$ cat config.mk
export PLATFORM = sky130hd
export DESIGN_NAME = cl_flit_link
export DESIGN_NICKNAME = d
export VERILOG_FILES = /design/src/rtl/flit_pkg.sv /design/src/rtl/cl_flit_tx.sv /design/src/rtl/cl_flit_rx.sv /design/src/rtl/cl_flit_link.sv
export SDC_FILE = /design/constraint.sdc
export NUM_CORES = 1
export LEC_CHECK = 0
export BUFFER_PORTS_ARGS = -buffer_cell sky130_fd_sc_hd__buf_2
export CORE_AREA = 2 2 506 508
export CTS_BUF_LIST = sky130_fd_sc_hd__clkbuf_8
export DETAILED_ROUTE_END_ITERATION = 8
export DIE_AREA = 0 0 508 510
export GPL_ROUTABILITY_DRIVEN = 0
export PLACE_DENSITY_LB_ADDON = 0.12
export SLEW_MARGIN = 10
export SYNTH_ARGS = -nofsm -noshare
export SYNTH_HDL_FRONTEND = slang
export SYNTH_SLANG_ARGS = --single-unit
$ cat constraint.sdc
create_clock -name clk -period 39 [get_ports clk]
set_input_delay 0 -clock clk [delete_from_list [all_inputs] [get_ports clk]]
set_output_delay 0 -clock clk [all_outputs]
set_load 0.01 [all_outputs]
$ cat src/rtl/flit_pkg.sv
package flit_pkg;
  typedef enum logic [1:0] {
    KIND_HEAD = 2'b00,
    KIND_BODY = 2'b01,
    KIND_TAIL = 2'b10,
    KIND_BAD  = 2'b11
  } flit_kind_e;
endpackage

$ cat src/rtl/cl_flit_tx.sv
module cl_flit_tx
  import flit_pkg::*;
#(
  parameter int LINE_W = 512,
  parameter int FLIT_W = 128,
  parameter int TILE_W = 6,
  parameter int CORE_W = 4
) (
  input  logic              clk,
  input  logic              rst,
  input  logic              src_valid_i,
  output logic              src_ready_o,
  input  logic [LINE_W-1:0] src_line_i,
  input  logic [TILE_W-1:0] src_dest_i,
  input  logic [CORE_W-1:0] src_core_i,
  input  logic              src_op_i,
  output logic              tx_valid_o,
  input  logic              tx_ready_i,
  output logic [1:0]        tx_kind_o,
  output logic [FLIT_W-1:0] tx_data_o
);
  localparam int NB    = LINE_W / FLIT_W;
  localparam int CW    = $clog2(NB + 2);
  localparam int HDR_W = TILE_W + CORE_W + 1;
  localparam logic [CW-1:0] LAST_IDX = CW'(NB + 1);

  logic              busy_q;
  logic [CW-1:0]     idx_q;
  logic [LINE_W-1:0] shl_q;
  logic [HDR_W-1:0]  hdr_q;
  logic              take, fire, is_body;

  assign take    = src_valid_i & ~busy_q;
  assign fire    = busy_q & tx_ready_i;
  assign is_body = (idx_q != '0) && (idx_q != LAST_IDX);

  // control state: reset
  always_ff @(posedge clk) begin
    if (rst) begin
      busy_q <= 1'b0;
      idx_q  <= '0;
    end else if (take) begin
      busy_q <= 1'b1;
      idx_q  <= '0;
    end else if (fire) begin
      if (idx_q == LAST_IDX) busy_q <= 1'b0;
      else                   idx_q  <= idx_q + 1'b1;
    end
  end

  // payload state: no reset, shifted one slice per body handshake
  always_ff @(posedge clk) begin
    if (take) begin
      shl_q <= src_line_i;
      hdr_q <= {src_op_i, src_core_i, src_dest_i};
    end else if (fire && is_body) begin
      shl_q <= shl_q >> FLIT_W;
    end
  end

  always_comb begin
    if (idx_q == '0) begin
      tx_kind_o = KIND_HEAD;
      tx_data_o = FLIT_W'(hdr_q);
    end else if (idx_q == LAST_IDX) begin
      tx_kind_o = KIND_TAIL;
      tx_data_o = '0;
    end else begin
      tx_kind_o = KIND_BODY;
      tx_data_o = shl_q[FLIT_W-1:0];
    end
  end

  assign tx_valid_o  = busy_q;
  assign src_ready_o = ~busy_q;
endmodule

$ cat src/rtl/cl_flit_rx.sv
module cl_flit_rx
  import flit_pkg::*;
#(
  parameter int LINE_W = 512,
  parameter int FLIT_W = 128,
  parameter int TILE_W = 6,
  parameter int CORE_W = 4
) (
  input  logic              clk,
  input  logic              rst,
  input  logic              rx_valid_i,
  input  logic [1:0]        rx_kind_i,
  input  logic [FLIT_W-1:0] rx_data_i,
  output logic              out_valid_o,
  output logic [LINE_W-1:0] out_line_o,
  output logic [TILE_W-1:0] out_dest_o,
  output logic [CORE_W-1:0] out_core_o,
  output logic              out_op_o,
  output logic              frame_err_o
);
  localparam int NB = LINE_W / FLIT_W;
  localparam int CW = $clog2(NB + 1);
  localparam logic [CW-1:0] FULL = CW'(NB);

  flit_kind_e    kind;
  logic          open_q;
  logic [CW-1:0] cnt_q;
  logic          body_take, head_take;

  assign kind      = flit_kind_e'(rx_kind_i);
  assign head_take = rx_valid_i && (kind == KIND_HEAD);
  assign body_take = rx_valid_i && (kind == KIND_BODY) && open_q && (cnt_q != FULL);

  always_ff @(posedge clk) begin
    if (rst) begin
      open_q      <= 1'b0;
      cnt_q       <= '0;
      out_valid_o <= 1'b0;
      frame_err_o <= 1'b0;
    end else begin
      out_valid_o <= 1'b0;
      frame_err_o <= 1'b0;
      if (rx_valid_i) begin
        unique case (kind)
          KIND_HEAD: begin
            frame_err_o <= open_q;
            open_q      <= 1'b1;
            cnt_q       <= '0;
          end
          KIND_BODY: begin
            if (!open_q) begin
              frame_err_o <= 1'b1;
            end else if (cnt_q == FULL) begin
              frame_err_o <= 1'b1;
              open_q      <= 1'b0;
            end else begin
              cnt_q <= cnt_q + 1'b1;
            end
          end
          KIND_TAIL: begin
            if (open_q && cnt_q == FULL) out_valid_o <= 1'b1;
            else                         frame_err_o <= 1'b1;
            open_q <= 1'b0;
          end
          default: begin
            frame_err_o <= 1'b1;
            open_q      <= 1'b0;
          end
        endcase
      end
    end
  end

  // payload: no reset; slices enter at the top and settle lowest-first
  always_ff @(posedge clk) begin
    if (head_take) begin
      out_dest_o <= rx_data_i[TILE_W-1:0];
      out_core_o <= rx_data_i[TILE_W+CORE_W-1:TILE_W];
      out_op_o   <= rx_data_i[TILE_W+CORE_W];
    end
    if (body_take) begin
      out_line_o <= {rx_data_i, out_line_o[LINE_W-1:FLIT_W]};
    end
  end
endmodule

$ cat src/rtl/cl_flit_link.sv
module cl_flit_link #(
  parameter int LINE_W = 512,
  parameter int FLIT_W = 128,
  parameter int TILE_W = 6,
  parameter int CORE_W = 4
) (
  input  logic              clk,
  input  logic              rst,
  input  logic              src_valid_i,
  output logic              src_ready_o,
  input  logic [LINE_W-1:0] src_line_i,
  input  logic [TILE_W-1:0] src_dest_i,
  input  logic [CORE_W-1:0] src_core_i,
  input  logic              src_op_i,
  output logic              tx_valid_o,
  input  logic              tx_ready_i,
  output logic [1:0]        tx_kind_o,
  output logic [FLIT_W-1:0] tx_data_o,
  input  logic              rx_valid_i,
  input  logic [1:0]        rx_kind_i,
  input  logic [FLIT_W-1:0] rx_data_i,
  output logic              out_valid_o,
  output logic [LINE_W-1:0] out_line_o,
  output logic [TILE_W-1:0] out_dest_o,
  output logic [CORE_W-1:0] out_core_o,
  output logic              out_op_o,
  output logic              frame_err_o
);
  cl_flit_tx #(.LINE_W(LINE_W), .FLIT_W(FLIT_W), .TILE_W(TILE_W), .CORE_W(CORE_W)) u_tx (
    .clk(clk), .rst(rst),
    .src_valid_i(src_valid_i), .src_ready_o(src_ready_o), .src_line_i(src_line_i),
    .src_dest_i(src_dest_i), .src_core_i(src_core_i), .src_op_i(src_op_i),
    .tx_valid_o(tx_valid_o), .tx_ready_i(tx_ready_i),
    .tx_kind_o(tx_kind_o), .tx_data_o(tx_data_o)
  );

  cl_flit_rx #(.LINE_W(LINE_W), .FLIT_W(FLIT_W), .TILE_W(TILE_W), .CORE_W(CORE_W)) u_rx (
    .clk(clk), .rst(rst),
    .rx_valid_i(rx_valid_i), .rx_kind_i(rx_kind_i), .rx_data_i(rx_data_i),
    .out_valid_o(out_valid_o), .out_line_o(out_line_o), .out_dest_o(out_dest_o),
    .out_core_o(out_core_o), .out_op_o(out_op_o), .frame_err_o(frame_err_o)
  );
endmodule

==> flow_summary.rst <==
.. list-table::
   :header-rows: 1

   * - Metric
     - Value
   * - Setup CP Type
     - reg -> reg
   * - Fill count
     - 27200
   * - IO buf count
     - 1314
   * - Pwr/cell area
     - 39.7 mW/mm^2
   * - Cell area after synthesis
     - 0.0386 mm^2
   * - Warnings from Yosys
     - 0
   * - Detailed-route wire length
     - 180000 um
   * - Mean cell area of the mapped netlist
     - 14.6 um^2
   * - Std-Cell Rows
     - 185
   * - Wire length of the first global-routing pass
     - 244000 um
   * - Multi-input gate area in the final layout
     - 0.00635 mm^2
   * - EDFF count, synth
     - 1046
   * - Number of global-route vias before repair
     - 32700
   * - Max-slew headroom
     - 0.272
   * - CORE AREA
     - 0.253 mm^2
   * - Area of placed instances
     - 0.0490 mm^2
   * - Cell total after placement
     - 7229
   * - Min Clock Period, post-route
     - 5.56 ns
   * - Number of slew-limit violations in the final report
     - 0
   * - Worst slack at placement
     - 33.33 ns
   * - Clock Skew
     - 0.0971 ns
   * - Vertical die dimension
     - 510 um
   * - Worst reg2reg setup slack
     - 33.44 ns
   * - Hold crit path type
     - in -> reg
   * - Worst hold slack across all endpoints
     - 0.213 ns
   * - TritonCTS buffer count
     - 204
   * - Synthesized netlist cell count
     - 2640
   * - Highest Clock Rate
     - 180 MHz
   * - Total of endpoints with negative setup slack in the final report
     - 0
   * - Initial cell density of the core
     - 0.152
   * - Share of cells above drive strength 1
     - 0.283
   * - CTS root buf
     - clkbuf_8
   * - Period utilisation layout
     - 0.142
   * - Gr ovfl total
     - 0
   * - Unrepaired setup endpoints after global routing
     - false
   * - Die outline width
     - 508 um
   * - Total of flip-flops plus latches after synthesis
     - 1056
   * - Net count after synthesis
     - 3303
   * - Post-cts gate resize count
     - 0
   * - Crit. End Element
     - flip-flop
   * - Leakage power total
     - 0.0275 uW
   * - Clock-pin slew of the registers on the worst-case setup and hold paths
     - 0.06 ns
   * - Library cells used by synthesis
     - 42
   * - Highest ir drop seen on vdd
     - 30.4 uV
   * - Number of iterations in the first detailed-routing pass
     - 4
   * - Area grow syn2layout
     - 72.5%
   * - Max capacitance violation total
     - 0
   * - WL/cell
     - 20.0 um
   * - Total negative setup slack
     - 0 ns
   * - Top-level I/O count
     - 1315
   * - H-tree Lvls
     - 4
   * - Overall via count from detail_route
     - 31300
   * - Post-route standard cell area excluding fillers
     - 0.0666 mm^2
   * - Sinks on Clock Net
     - 1056
   * - Main flop type after synthesis
     - edfxtp_1
   * - Sequential area share after synthesis
     - 0.819
   * - Final hold violation count
     - 0
   * - Ys async rst share
     - 0
   * - Post-Layout Cell Count
     - 8990
   * - Post-DRT Antenna Nets
     - 0
   * - Clock latency on the worst-skew pair
     - 1.00 ns
   * - Global-route usage over all layers
     - 0.133
   * - Total DRC errors in the routed layout
     - 0
   * - DIE AREA
     - 0.259 mm^2
   * - Post-detailed-route via-to-cell ratio
     - 3.48
   * - Cells on Worst Hold Path
     - 4
   * - CP required
     - 39.52 ns
   * - Violation count after the first detailed-routing iteration
     - 1674
   * - Launching instance or port of the critical path
     - u_tx.idx_q[0]
   * - Logic depth of the worst register-to-register path
     - 9
   * - Total area of sequential cells
     - 0.0316 mm^2
   * - Detailed placement HPWL
     - 134000 um
   * - Outcome
     - completed
   * - CTS tree
     - done
   * - Setup WS post-layout
     - 33.44 ns
   * - Type of element launching the critical path
     - flip-flop
   * - Maximum number of pins on one net before global-route repair
     - 209
   * - Clock buffer depth
     - 3
   * - Maximum fanout along the worst path
     - 160
   * - Initial antenna violation count
     - 59
   * - Startpoint of the worst-slack reg-to-reg timing path
     - u_tx.idx_q[0]
   * - Transition time at the pin with the least slew margin
     - 1.09 ns
   * - Count of nets after finishing
     - 6095
   * - Worst Hold Launch
     - src_line_i[46]
   * - Arrival time worst endpoint
     - 6.08 ns
-- critical path: stages (launching register included) --
cell and delay, ns:
dfxtp_1 0.40, inv_1 0.07, ha_1 0.19, and2b_1 0.35, o31ai_4 0.34, buf_4 0.73, buf_4 0.80, buf_4 0.74
buf_4 0.56, buf_12 0.63
-- repair_timing --
| action | 4_1_cts | 5_1_grt |
|---|---|---|
| hold buffers | 1363 | 0 |
| setup buffers | 0 | 0 |
| endpoints found under the hold margin | 773 | 0 |
| setup endpoints to repair | 0 | 0 |
-- routing by layer --
layer	GRT usage	share of wire
met1	0.145	0.38
met5	0	0.00094
met2	0.241	0.52
met4	0.0468	0.033
met3	0.0408	0.067
-- stage by stage --
| step | total power, uW | util |
|---|---|---|
| after global routing | 2780 | 0.263 |
| final | 2650 | 0.263 |
| after global placement | 1500 | 0.193 |
| after detailed placement | 1500 | 0.193 |
| after CTS | 2710 | 0.262 |
| after floorplan | 1440 | - |
-- sequential cells by signal, indices dropped and copies added (netlist names) --
signal / count
u_rx.out_line_o: 512
u_tx.shl_q: 512
u_tx.hdr_q: 11
u_rx.out_dest_o: 6
u_rx.out_core_o: 4
u_rx.cnt_q: 3
u_tx.idx_q: 3
u_rx.frame_err_o: 1
u_rx.open_q: 1
u_rx.out_op_o: 1
u_rx.out_valid_o: 1
u_tx.tx_valid_o: 1
-- final timing paths --
path	end
worst max-delay path	u_tx.shl_q[36]
worst min-delay path	u_tx.shl_q[46]
worst max register to register	u_tx.shl_q[36]
worst min register to register	u_rx.out_line_o[278]
-- power by group --
part / switching (uW) / internal (uW) / leakage (uW)
Sequential: 16.4 / 1300 / 0.00986
Combinational: 121 / 146 / 0.0155
Clock: 534 / 525 / 0.00222
-- cell families after synthesis --
| group | count (synthesis) | synth area share |
|---|---|---|
| compound gates | 30 | 0.00580 |
| simple gates | 1423 | 0.156 |
| buf+inv | 125 | 0.0173 |
| mux | 1 | 0.000259 |
| fa+ha+maj | 5 | 0.00162 |
| flops | 1056 | 0.819 |
-- cell usage in the layout (no fill, tap or decap), drive strengths merged, types with 3 or more instances in the layout --
cell / n
buf: 1339
dlygate4sd3: 1363
ha: 5
nand2: 1156
a22o: 11
nand2b: 3
o31ai: 3
dfxtp: 10
bufinv: 4
nor2: 3
diode: 26
clkinv: 72
and2: 246
inv: 98
clkbuf: 205
a21oi: 6
edfxtp: 1046
-- cells in the mapped netlist, drive strengths merged (2+ instances only) --
library cell / instances / area [um^2]
nor2: 3 / 13.8
buf: 100 / 559
nand2: 1156 / 4340
o31ai: 3 / 22.5
inv: 9 / 36.3
a21boi: 2 / 15.0
o21ai: 2 / 10.0
and2: 246 / 1540
clkbuf: 16 / 72.6
nand2b: 3 / 18.8
edfxtp: 1046 / 31400
dfxtp: 10 / 200
a21oi: 6 / 30.0
nor2b: 2 / 15.0
a22o: 11 / 96.3
or3: 2 / 12.5
and3: 2 / 18.8
ha: 5 / 62.6
-- final cells by class --
type / count / share of cell area
sequential: 1056 / 0.475
timing repair buffer: 2702 / 0.307
multi-input combinational: 1459 / 0.0954
tap: 3366 / 0.0633
clock buffer: 205 / 0.0424
clock inverter: 167 / 0.0152
antenna: 26 / 0.000977
inverter: 9 / 0.000752
Note: power is estimated with default switching activity, not from simulation.
